$ cat config.mk
export PLATFORM = sky130hd
export DESIGN_NAME = adc_seq_ctrl
export DESIGN_NICKNAME = d
export VERILOG_FILES = /design/src/rtl/adc_seq_pkg.sv /design/src/rtl/adc_seq_regs.sv /design/src/rtl/adc_conv_timer.sv /design/src/rtl/adc_seq_fsm.sv /design/src/rtl/adc_seq_ctrl.sv
export SDC_FILE = /design/constraint.sdc
export NUM_CORES = 1
export LEC_CHECK = 0
export BUFFER_PORTS_ARGS = -buffer_cell sky130_fd_sc_hd__clkbuf_2
export CORE_MARGIN = 4
export CORE_UTILIZATION = 49
export CTS_BUF_LIST = sky130_fd_sc_hd__clkbuf_16
export DETAILED_ROUTE_END_ITERATION = 7
export PLACE_DENSITY = 0.76
export SYNTH_ARGS = -nofsm -noshare
export SYNTH_HDL_FRONTEND = slang
export SYNTH_SLANG_ARGS = --single-unit
$ cat constraint.sdc
create_clock -name clk -period 1.9 [get_ports clk]
set_input_delay 0.38 -clock clk [delete_from_list [all_inputs] [get_ports clk]]
set_output_delay 0.38 -clock clk [all_outputs]
set_load 0.05 [all_outputs]
$ cat src/rtl/adc_seq_pkg.sv
package adc_seq_pkg;

   typedef enum logic [2:0] {
      ST_PDOWN  = 3'd0,
      ST_IDLE   = 3'd1,
      ST_CONV   = 3'd2,
      ST_FROZEN = 3'd3,
      ST_WAIT   = 3'd4
   } seq_state_e;

   typedef enum logic [1:0] {
      FRZ_OFF    = 2'b00,
      FRZ_RSVD   = 2'b01,
      FRZ_FINISH = 2'b10,
      FRZ_NOW    = 2'b11
   } frz_mode_e;

   typedef struct packed {
      logic [1:0] frz_sel;
      logic       wait_en;
      logic       pwr_up;
   } ctrl_fields_t;

   localparam int CTRL_PWR_BIT   = 0;
   localparam int CTRL_WAIT_BIT  = 1;
   localparam int CTRL_FRZ_LSB   = 2;
   localparam int CTRL_START_BIT = 4;
   localparam int TEST_RST_BIT   = 0;

endpackage

$ cat src/rtl/adc_seq_regs.sv
module adc_seq_regs
   import adc_seq_pkg::*;
#(
   parameter int DATA_W = 8
)(
   input  logic              clk,
   input  logic              rst_n,
   input  logic              wr,
   input  logic              sel,
   input  logic [DATA_W-1:0] wdata,
   input  logic              access_ok,
   output logic [DATA_W-1:0] rdata,
   output ctrl_fields_t      ctrl,
   output logic              start_req,
   output logic              soft_rst
);

   if (DATA_W < CTRL_START_BIT + 1) begin : g_bad_width
      $error("adc_seq_regs: DATA_W cannot hold the control fields");
   end

   logic wr_ok;
   logic unused_wdata;

   assign unused_wdata = ^wdata;
   assign wr_ok        = wr && access_ok && !soft_rst;
   assign start_req    = wr_ok && !sel && wdata[CTRL_START_BIT];

   always_ff @(posedge clk or negedge rst_n) begin
      if (!rst_n) begin
         ctrl     <= '0;
         soft_rst <= 1'b0;
      end else if (soft_rst) begin
         ctrl     <= {2'b00, 1'b0, ctrl.pwr_up};
         soft_rst <= 1'b0;
      end else if (wr_ok) begin
         if (sel) begin
            soft_rst <= wdata[TEST_RST_BIT];
         end else begin
            ctrl.pwr_up  <= wdata[CTRL_PWR_BIT];
            ctrl.wait_en <= wdata[CTRL_WAIT_BIT];
            ctrl.frz_sel <= wdata[CTRL_FRZ_LSB +: 2];
         end
      end
   end

   always_comb begin
      rdata = '0;
      if (access_ok) begin
         if (sel) begin
            rdata[TEST_RST_BIT] = soft_rst;
         end else begin
            rdata[CTRL_PWR_BIT]       = ctrl.pwr_up;
            rdata[CTRL_WAIT_BIT]      = ctrl.wait_en;
            rdata[CTRL_FRZ_LSB +: 2]  = ctrl.frz_sel;
         end
      end
   end

   // a write attempted while access is closed changes nothing
   p_blocked_write_r2: assert property (@(posedge clk) disable iff (!rst_n)
      (wr && !access_ok && !soft_rst) |=> ($stable(ctrl) && !soft_rst));

   // the soft-reset bit lives for one cycle only
   p_self_clear_r10: assert property (@(posedge clk) disable iff (!rst_n)
      soft_rst |=> !soft_rst);

   // soft reset keeps power-up and clears the other fields
   p_keep_pwr_r9: assert property (@(posedge clk) disable iff (!rst_n)
      soft_rst |=> (ctrl.pwr_up == $past(ctrl.pwr_up)) && !ctrl.wait_en && (ctrl.frz_sel == 2'b00));

endmodule

$ cat src/rtl/adc_conv_timer.sv
module adc_conv_timer #(
   parameter int CONV_CYCLES   = 10,
   parameter int SAMPLE_CYCLES = 4,
   localparam int POS_W = $clog2(CONV_CYCLES)
)(
   input  logic             clk,
   input  logic             rst_n,
   input  logic             clr,
   input  logic             adv,
   output logic [POS_W-1:0] pos,
   output logic             done,
   output logic             in_sample
);

   if (CONV_CYCLES < 2) begin : g_bad_conv
      $error("adc_conv_timer: CONV_CYCLES must be at least 2");
   end
   if (SAMPLE_CYCLES < 1 || SAMPLE_CYCLES >= CONV_CYCLES) begin : g_bad_sample
      $error("adc_conv_timer: SAMPLE_CYCLES must lie in 1..CONV_CYCLES-1");
   end

   localparam logic [POS_W-1:0] LAST_POS = POS_W'(CONV_CYCLES - 1);
   localparam logic [POS_W-1:0] SAMP_END = POS_W'(SAMPLE_CYCLES);

   assign done      = adv && (pos == LAST_POS);
   assign in_sample = (pos < SAMP_END);

   always_ff @(posedge clk or negedge rst_n) begin
      if (!rst_n)      pos <= '0;
      else if (clr)    pos <= '0;
      else if (done)   pos <= '0;
      else if (adv)    pos <= pos + 1'b1;
   end

   // with the timing clock gated the position cannot move
   p_hold_pos_r5: assert property (@(posedge clk) disable iff (!rst_n)
      (!adv && !clr) |=> $stable(pos));

   // a completed conversion restarts at position zero
   p_wrap_r12: assert property (@(posedge clk) disable iff (!rst_n)
      done |=> (pos == '0));

endmodule

$ cat src/rtl/adc_seq_fsm.sv
module adc_seq_fsm
   import adc_seq_pkg::*;
#(
   parameter int SEQ_LEN = 4
)(
   input  logic         clk,
   input  logic         rst_n,
   input  logic         wait_req,
   input  logic         dbg_freeze,
   input  ctrl_fields_t ctrl,
   input  logic         start_req,
   input  logic         soft_rst,
   input  logic         done,
   output seq_state_e   state_q,
   output logic         tmr_clr
);

   if (SEQ_LEN < 1) begin : g_bad_seq
      $error("adc_seq_fsm: SEQ_LEN must be at least 1");
   end

   localparam int LEFT_W = $clog2(SEQ_LEN + 1);

   seq_state_e nxt;
   logic       wait_hit;
   logic       frz_now;
   logic       frz_fin;
   logic       launch;
   logic       last_conv;

   assign wait_hit = wait_req && ctrl.wait_en;
   assign frz_now  = dbg_freeze && (ctrl.frz_sel == FRZ_NOW);
   assign frz_fin  = dbg_freeze && (ctrl.frz_sel == FRZ_FINISH);
   assign launch   = (state_q == ST_IDLE) && (nxt == ST_CONV);
   assign tmr_clr  = (nxt != ST_CONV) && (nxt != ST_FROZEN);

   if (SEQ_LEN == 1) begin : g_single
      assign last_conv = 1'b1;
   end else begin : g_multi
      logic [LEFT_W-1:0] left_q;
      always_ff @(posedge clk or negedge rst_n) begin
         if (!rst_n)
            left_q <= '0;
         else if (launch)
            left_q <= LEFT_W'(SEQ_LEN);
         else if (done && (state_q == ST_CONV) && (left_q != '0))
            left_q <= left_q - 1'b1;
      end
      assign last_conv = (left_q == LEFT_W'(1));

      // the remaining-conversion count never exceeds the sequence length
      p_left_range_r12: assert property (@(posedge clk) disable iff (!rst_n)
         left_q <= LEFT_W'(SEQ_LEN));
   end

   always_comb begin
      nxt = state_q;
      if (soft_rst) begin
         nxt = ctrl.pwr_up ? ST_IDLE : ST_PDOWN;
      end else if (wait_hit) begin
         nxt = ST_WAIT;
      end else begin
         case (state_q)
            ST_WAIT:   nxt = ctrl.pwr_up ? ST_IDLE : ST_PDOWN;
            ST_PDOWN:  if (ctrl.pwr_up) nxt = ST_IDLE;
            ST_IDLE: begin
               if (!ctrl.pwr_up)   nxt = ST_PDOWN;
               else if (start_req) nxt = ST_CONV;
            end
            ST_CONV: begin
               if (!ctrl.pwr_up)                 nxt = ST_PDOWN;
               else if (done && last_conv)       nxt = ST_IDLE;
               else if (frz_now || (frz_fin && done)) nxt = ST_FROZEN;
            end
            ST_FROZEN: begin
               if (!ctrl.pwr_up)               nxt = ST_PDOWN;
               else if (!(frz_now || frz_fin)) nxt = ST_CONV;
            end
            default:   nxt = ST_PDOWN;
         endcase
      end
   end

   always_ff @(posedge clk or negedge rst_n) begin
      if (!rst_n) state_q <= ST_PDOWN;
      else        state_q <= nxt;
   end

   // without the enable bit the wait state is unreachable
   p_wait_ignored_r1: assert property (@(posedge clk) disable iff (!rst_n)
      !ctrl.wait_en |=> (state_q != ST_WAIT));

   // an enabled wait request wins over everything except soft reset
   p_wait_first_r11: assert property (@(posedge clk) disable iff (!rst_n)
      (wait_hit && !soft_rst) |=> (state_q == ST_WAIT));

   // leaving wait lands in idle or powered down, never converting
   p_wait_exit_r11: assert property (@(posedge clk) disable iff (!rst_n)
      (state_q == ST_WAIT && !wait_req && !soft_rst) |=>
         (state_q == ST_IDLE || state_q == ST_PDOWN));

   // immediate mode freezes on the next edge
   p_imm_freeze_r3: assert property (@(posedge clk) disable iff (!rst_n)
      (state_q == ST_CONV && frz_now && !(done && last_conv) && !wait_hit && !soft_rst && ctrl.pwr_up)
         |=> (state_q == ST_FROZEN));

   // outside immediate mode a freeze only starts at a conversion boundary
   p_fin_boundary_r4: assert property (@(posedge clk) disable iff (!rst_n)
      (state_q == ST_CONV && !done && ctrl.frz_sel != FRZ_NOW) |=> (state_q != ST_FROZEN));

   // a released freeze resumes converting on the next edge
   p_resume_r7: assert property (@(posedge clk) disable iff (!rst_n)
      (state_q == ST_FROZEN && !dbg_freeze && !wait_hit && !soft_rst && ctrl.pwr_up)
         |=> (state_q == ST_CONV));

   // soft reset lands in idle or powered down
   p_soft_idle_r9: assert property (@(posedge clk) disable iff (!rst_n)
      soft_rst |=> (state_q == ST_IDLE || state_q == ST_PDOWN));

endmodule

$ cat src/rtl/adc_seq_ctrl.sv
module adc_seq_ctrl
   import adc_seq_pkg::*;
#(
   parameter int DATA_W        = 8,
   parameter int CONV_CYCLES   = 10,
   parameter int SAMPLE_CYCLES = 4,
   parameter int SEQ_LEN       = 4,
   localparam int POS_W = $clog2(CONV_CYCLES)
)(
   input  logic              clk,
   input  logic              rst_n,
   input  logic              wait_req,
   input  logic              dbg_freeze,
   input  logic              reg_wr,
   input  logic              reg_sel,
   input  logic [DATA_W-1:0] reg_wdata,
   output logic [DATA_W-1:0] reg_rdata,
   output logic              sample_en,
   output logic              clk_en,
   output logic              reg_access_ok,
   output logic              conv_done,
   output logic [POS_W-1:0]  conv_pos,
   output logic [2:0]        state
);

   if (CONV_CYCLES < 2 || SEQ_LEN < 1) begin : g_bad_top
      $error("adc_seq_ctrl: CONV_CYCLES >= 2 and SEQ_LEN >= 1 required");
   end

   ctrl_fields_t ctrl;
   seq_state_e   st;
   logic         start_req;
   logic         soft_rst;
   logic         tmr_clr;
   logic         in_sample;

   assign reg_access_ok = (st != ST_WAIT);
   assign clk_en        = (st == ST_CONV);
   assign sample_en     = clk_en && in_sample;
   assign state         = st;

   adc_seq_regs #(
      .DATA_W (DATA_W)
   ) u_regs (
      .clk       (clk),
      .rst_n     (rst_n),
      .wr        (reg_wr),
      .sel       (reg_sel),
      .wdata     (reg_wdata),
      .access_ok (reg_access_ok),
      .rdata     (reg_rdata),
      .ctrl      (ctrl),
      .start_req (start_req),
      .soft_rst  (soft_rst)
   );

   adc_conv_timer #(
      .CONV_CYCLES   (CONV_CYCLES),
      .SAMPLE_CYCLES (SAMPLE_CYCLES)
   ) u_timer (
      .clk       (clk),
      .rst_n     (rst_n),
      .clr       (tmr_clr),
      .adv       (clk_en),
      .pos       (conv_pos),
      .done      (conv_done),
      .in_sample (in_sample)
   );

   adc_seq_fsm #(
      .SEQ_LEN (SEQ_LEN)
   ) u_fsm (
      .clk        (clk),
      .rst_n      (rst_n),
      .wait_req   (wait_req),
      .dbg_freeze (dbg_freeze),
      .ctrl       (ctrl),
      .start_req  (start_req),
      .soft_rst   (soft_rst),
      .done       (conv_done),
      .state_q    (st),
      .tmr_clr    (tmr_clr)
   );

   // in wait the block is dark and the bus sees nothing
   p_wait_dark_r2: assert property (@(posedge clk) disable iff (!rst_n)
      (state == 3'd4) |-> (!sample_en && reg_rdata == '0));

   // a held freeze request keeps the frozen position still
   p_frozen_hold_r5: assert property (@(posedge clk) disable iff (!rst_n)
      (state == 3'd3 && dbg_freeze && !wait_req) |=> $stable(conv_pos));

endmodule

; Yosys cells after proc, flatten, opt, wreduce, memory -nomap -nowiden
; Index checks and enable logic that the tools add are counted.
[word_totals]
reg_bits = 15
elab_cells = 77
[op_classes]
n_addsub = 2
order_cmp = 1
eq_ne = 13
n_mux = 26
n_bitwise = 2
reduce_logical = 26
[op_table]
columns = cell, count
row1 = 2-to-1 mux 3 bit, 13
row2 = 2-to-1 mux 4 bit, 7
row3 = logical AND 1 bit, 15
row4 = one-hot mux 3 bit (5 select lines), 1
row5 = "== test 3 x 2 -> 1 bit, second input constant", 3
row6 = "== test 3 x 1 -> 1 bit, second input constant", 2
row7 = "inequality test 3 x 2 -> 1 bit, second input constant", 2
row8 = nonzero test 3 bit, 2
row9 = 2-to-1 mux 1 bit, 5
row10 = "adder 4 x 1 -> 4 bit, second input constant", 1
row11 = "== test 2 bit, second input constant", 2
row12 = "== test 4 bit, second input constant", 1
row13 = "less-than comparator 4 x 3 -> 1 bit, second input constant", 1
row14 = nonzero test 2 bit, 2
row15 = "== test 3 bit, second input constant", 1
row16 = zero test 3 bit, 1
row17 = "inequality test 3 bit, second input constant", 1
row18 = AND reduction 3 bit, 1
row19 = "subtractor 3 x 1 -> 3 bit, second input constant", 1
row20 = zero test 1 bit, 2
row21 = logical OR 1 bit, 2
row22 = "inequality test 2 x 1 -> 1 bit, second input constant", 1
row23 = inverter 1 bit, 2
row24 = AND reduction 2 bit, 1

; Longest topological paths before layout
[depth]
word_depth = 13
ltp_mapped = 6

; Cells and area by module
; Synthesis repeated with hierarchy kept, for this count alone.
[unflattened]
hier_cells = 102
hier_area_um2 = 994.7
[by_module_without_submodules]
columns = mod, instances, cells_each, area_each_um2, seq_area_each_um2
row1 = adc_seq_fsm, 1, 41, 400.4, 150.1
row2 = adc_seq_regs, 1, 33, 327.8, 125.1
row3 = adc_conv_timer, 1, 25, 237.7, 100.1
row4 = adc_seq_ctrl, 1, 3, 28.8, 0.0

; Worst setup path after synthesis
; OpenSTA, ideal clock, no wires.
[synth_path]
path_kind = reg-to-output
from = reg u_fsm.state_q[1]
to = out sample_en
t_arrival_ns = 2.384
required_time_ns = 1.520
slack_ns = -0.864
stages_incl_launch_ff = 5
n_path_buf = 2
cell_sequence = dfrtp_1 > buf_4 > or3b_1 > buf_6 > nor3_1
[synth_via]
elab_chain_cells = 2
[synth_rtl]
columns = element, line_no
row1 = "start, declared", adc_seq_fsm.sv:14  ; output seq_state_e state_q,
row2 = "start signal, assigned", adc_seq_fsm.sv:86  ; else state_q <= nxt;
row3 = == test 3 x 2 -> 1 bit, adc_seq_ctrl.sv:38  ; assign clk_en = (st == ST_CONV);
row4 = logical AND 1 bit, adc_seq_ctrl.sv:39  ; assign sample_en = clk_en && in_sample;
row5 = "end, declared", adc_seq_ctrl.sv:18  ; output logic sample_en,
; No other way between the ends.

; Worst setup path in the final report
[layout_path]
from = reg u_timer.pos[1]
to = out conv_done
[layout_via]
elab_chain_cells = 2
[layout_rtl]
columns = element, line_no
row1 = "start, declared", adc_conv_timer.sv:10  ; output logic [POS_W-1:0] pos,
row2 = "start signal, assigned", adc_conv_timer.sv:32  ; else if (adv) pos <= pos + 1'b1;
row3 = == test 4 bit, adc_conv_timer.sv:25  ; assign done = adv && (pos == LAST_POS);
row4 = logical AND 1 bit, adc_conv_timer.sv:25
row5 = "end, declared", adc_seq_ctrl.sv:21  ; output logic conv_done,
; No other way between the ends.

==> summary.txt <==
Synthesis
  – Yosys warns: 0
  – Synthesis-stage register bit count: 15
  – Mapped Cells: 104
  – Number of synthesized flops with an enable pin: 0
  – Leading register cell type out of synthesis: dfrtp_1
  – Synth Cell Area: 986 um^2
  – Async S/R FF share, synth: 1.00
  – Register area share after synthesis: 0.381
  – Syn_area_per_cell: 9.48 um^2
  – Post-synth cell types: 37

Placement
  – PortBufs: 25
  – Placed instance area: 1180 um^2
  – HPWL Detailed: 1.66 mm
  – Final Wtd Congestion: 0.850

Drt
  – DRC Markers: 0
  – WL/cell: between 15 and 20 um
  – Final ANT Viol Nets: 0
  – Met1 WL: 1.08 mm
  – Final WL: ~2.5 mm
  – 1st-pass router iterations: 4
  – Vias per std cell: 5.58
  – Metal2 WL: 1.17 mm
  – Uppermost layer routed: met4
  – DR iter-0 viols: 9
  – Met3 routed WL: 152 um
  – Vias: 904

Job
  – Maxcap violations: 0

Global routing
  – Number of global-route vias before repair: 867
  – Grt ovf: 0
  – Total GRT Usage: 0.192
  – First-pass GRT wire length: 3.91 mm
  – Initial antenna violation count: 0
  – Largest net degree at the start of global routing: 16

Critical path
  – Worst Setup Path Type: reg2out
  – Data arrival, critical path: 1.49 ns
  – R2R Setup Slk: 0.12 ns
  – Worst setup SP type: flip-flop
  – Worst Path Max Fanout: 6
  – Critical path origin: u_timer.pos[1]$_DFFE_PN0P_
  – Req. time, crit path: 1.52 ns
  – Crit. End Element: primary output
  – Launching point of the worst reg2reg path: u_timer.pos[1]$_DFFE_PN0P_
  – Worst Reg-to-Reg Cells: 6
  – End of the critical path: conv_done
  – Crit Reg-Reg Endpoint: u_fsm.state_q[0]$_DFF_PN0_

Finish
  – Fin nets: ~160
  – Fin area: 1330 um^2
  – Area of the multi-input gates: 584 um^2
  – Synthesis-to-layout area growth: 34.6%
  – N_diodes: 0
  – # fillers: 140
  – Register area: between 300 and 400 um^2
  – Layout cells sized above 1: 0.394

Timing
  – Setup total negative slack: 0 ns
  – Finish-stage setup viols: 0
  – WHS: 0.0475 ns
  – Final period utilization: 0.985
  – Final Hold Viols: 0
  – Pins Over Slew Limit: 0
  – Worst clock skew: 0.00141 ns
  – Post-route minimum period: 1.87 ns
  – Max Clk Rate: 534 MHz
  – RSZ-0062 raised after global routing: yes

Run status
  – Status: completed

Pwr
  – Pwr per Cell Area: 929 nW/um^2
  – Maximum vdd drop: 0.000693 V
  – Leakage: 0.609 nW
  – Total power draw: 1.23 mW

Clock tree
  – Max clock buf depth: 2
  – CTS tree: built
  – CTS Hold Bufs: 0
  – Root buffer cell: clkbuf_16
  – Clk sink count: 15
  – Skew-Pair Late Insertion Delay: 0.24 ns
  – CTS buffer count: 3
  – H-tree depth: 1
  – CTS clk-pin slew, worst paths: roughly 0.05 ns

Hold path
  – Hold Path Class: in2async

Floorplan
  – Boundary Pins: 33
  – Core area: 1820 um^2
  – Row count: 15
  – Die Span X: 52.9 um
  – Die H: 52.9 um
  – Initial Utilization: 0.542
  – Full die area: roughly 2800 um^2
==> synth_stat cells, drive strengths merged, types with 3 or more instances <==
cell type	number	area [um^2]
mux2i	6	60.1
nor2	12	45.0
inv	6	22.5
buf	6	48.8
dfrtp	15	375
nor3b	4	30.0
nand3b	3	22.5
nand2	6	22.5
a21oi	4	20.0
ha	5	62.6
and2	3	18.8
nor3	4	31.3
==> report_power, final <==
group / leakage (nW) / switching, mW / internal, mW
clock network: 0.0409 / 0.127 / 0.281
logic: 0.382 / 0.272 / 0.149
registers: 0.186 / 0.0343 / 0.371
==> logic make-up (layout without fill, tap and decap cells) <==
family	Yosys count	after routing	synth area share
other cells	1	4	0.00380
fa+ha+maj	5	5	0.0635
flops	15	15	0.381
mux	7	7	0.0723
buf+inv	14	44	0.0800
compound gates	15	15	0.102
simple gates	46	46	0.289
xor+xnor	1	1	0.00888
==> worst max-delay path, stage by stage, from the launching register on <==
cell and delay [ns]:
dfrtp_2 0.44, inv_1 0.07, ha_1 0.21, nand3b_1 0.17, nor2_4 0.17, clkbuf_8 0.20
==> layer usage <==
metal | up-vias | GRT usage
met5 | - | 0
met4 | 0 | 0.0936
met3 | 9 | 0.0282
met2 | 32 | 0.306
met1 | 435 | 0.251
li1 | 428 | -
==> registers in the layout, indices dropped and copies added (netlist names) <==
name and cells:
u_fsm.state_q 3, u_regs.soft_rst 1, u_fsm.g_multi.left_q 3, u_timer.pos 4, u_regs.ctrl 4
==> placed cells by master (no fill, tap or decap), types with 3 or more instances in the layout <==
| cell type | netlist | layout |
|---|---|---|
| a21oi_1 | 4 | 4 |
| and2_1 | 3 | 3 |
| buf_4 | 5 | 11 |
| clkbuf_16 | 0 | 3 |
| clkbuf_2 | 0 | 18 |
| conb_1 | 1 | 4 |
| dfrtp_1 | 15 | 9 |
| dfrtp_2 | 0 | 6 |
| ha_1 | 5 | 5 |
| inv_1 | 6 | 5 |
| mux2i_1 | 6 | 6 |
| nand2_1 | 6 | 6 |
| nand3b_1 | 3 | 3 |
| nor2_1 | 12 | 10 |
| nor3b_1 | 4 | 3 |
==> layout make-up <==
type                       count  area share
clock buffer                   3      0.0566
clock inverter                 1     0.00377
inverter                       6      0.0198
multi-input combinational     78       0.440
sequential                    15       0.288
tap                           25      0.0236
timing repair buffer          34       0.168
==> worst min path at each step <==
stage                      from  cells past startpoint                                   to  slack [ns]
after global routing      rst_n                      1  u_fsm.g_multi.left_q[0]$_DFFE_PN0P_        0.06
after detailed placement  rst_n                      1  u_fsm.g_multi.left_q[1]$_DFFE_PN0P_        0.31
after global placement    rst_n                      1  u_fsm.g_multi.left_q[1]$_DFFE_PN0P_        0.31
final                     rst_n                      1  u_fsm.g_multi.left_q[1]$_DFFE_PN0P_        0.05
after CTS                 rst_n                      1           u_regs.ctrl[3]$_DFFE_PN0P_        0.05
after floorplan           rst_n                      0  u_fsm.g_multi.left_q[0]$_DFFE_PN0P_        0.08
==> metrics by stage <==
| stage | setup WS [ns] | std cells | util |
|---|---|---|---|
| 2_1_floorplan | -0.135 | 107 | - |
| 3_3_place_gp | 0.0711 | 156 | 0.648 |
| 3_5_place_dp | 0.00975 | 156 | 0.648 |
| 4_1_cts | 0.0140 | 160 | 0.711 |
| 5_1_grt | -0.0162 | 162 | 0.729 |
| 6_report | 0.0287 | 162 | 0.729 |
==> what timing repair did <==
item,CTS,global route
resized for setup,10,10
pin swaps,0,4
endpoints found under the setup margin,9,8
setup buffers,0,2
Power figures use the tool's default switching activity.
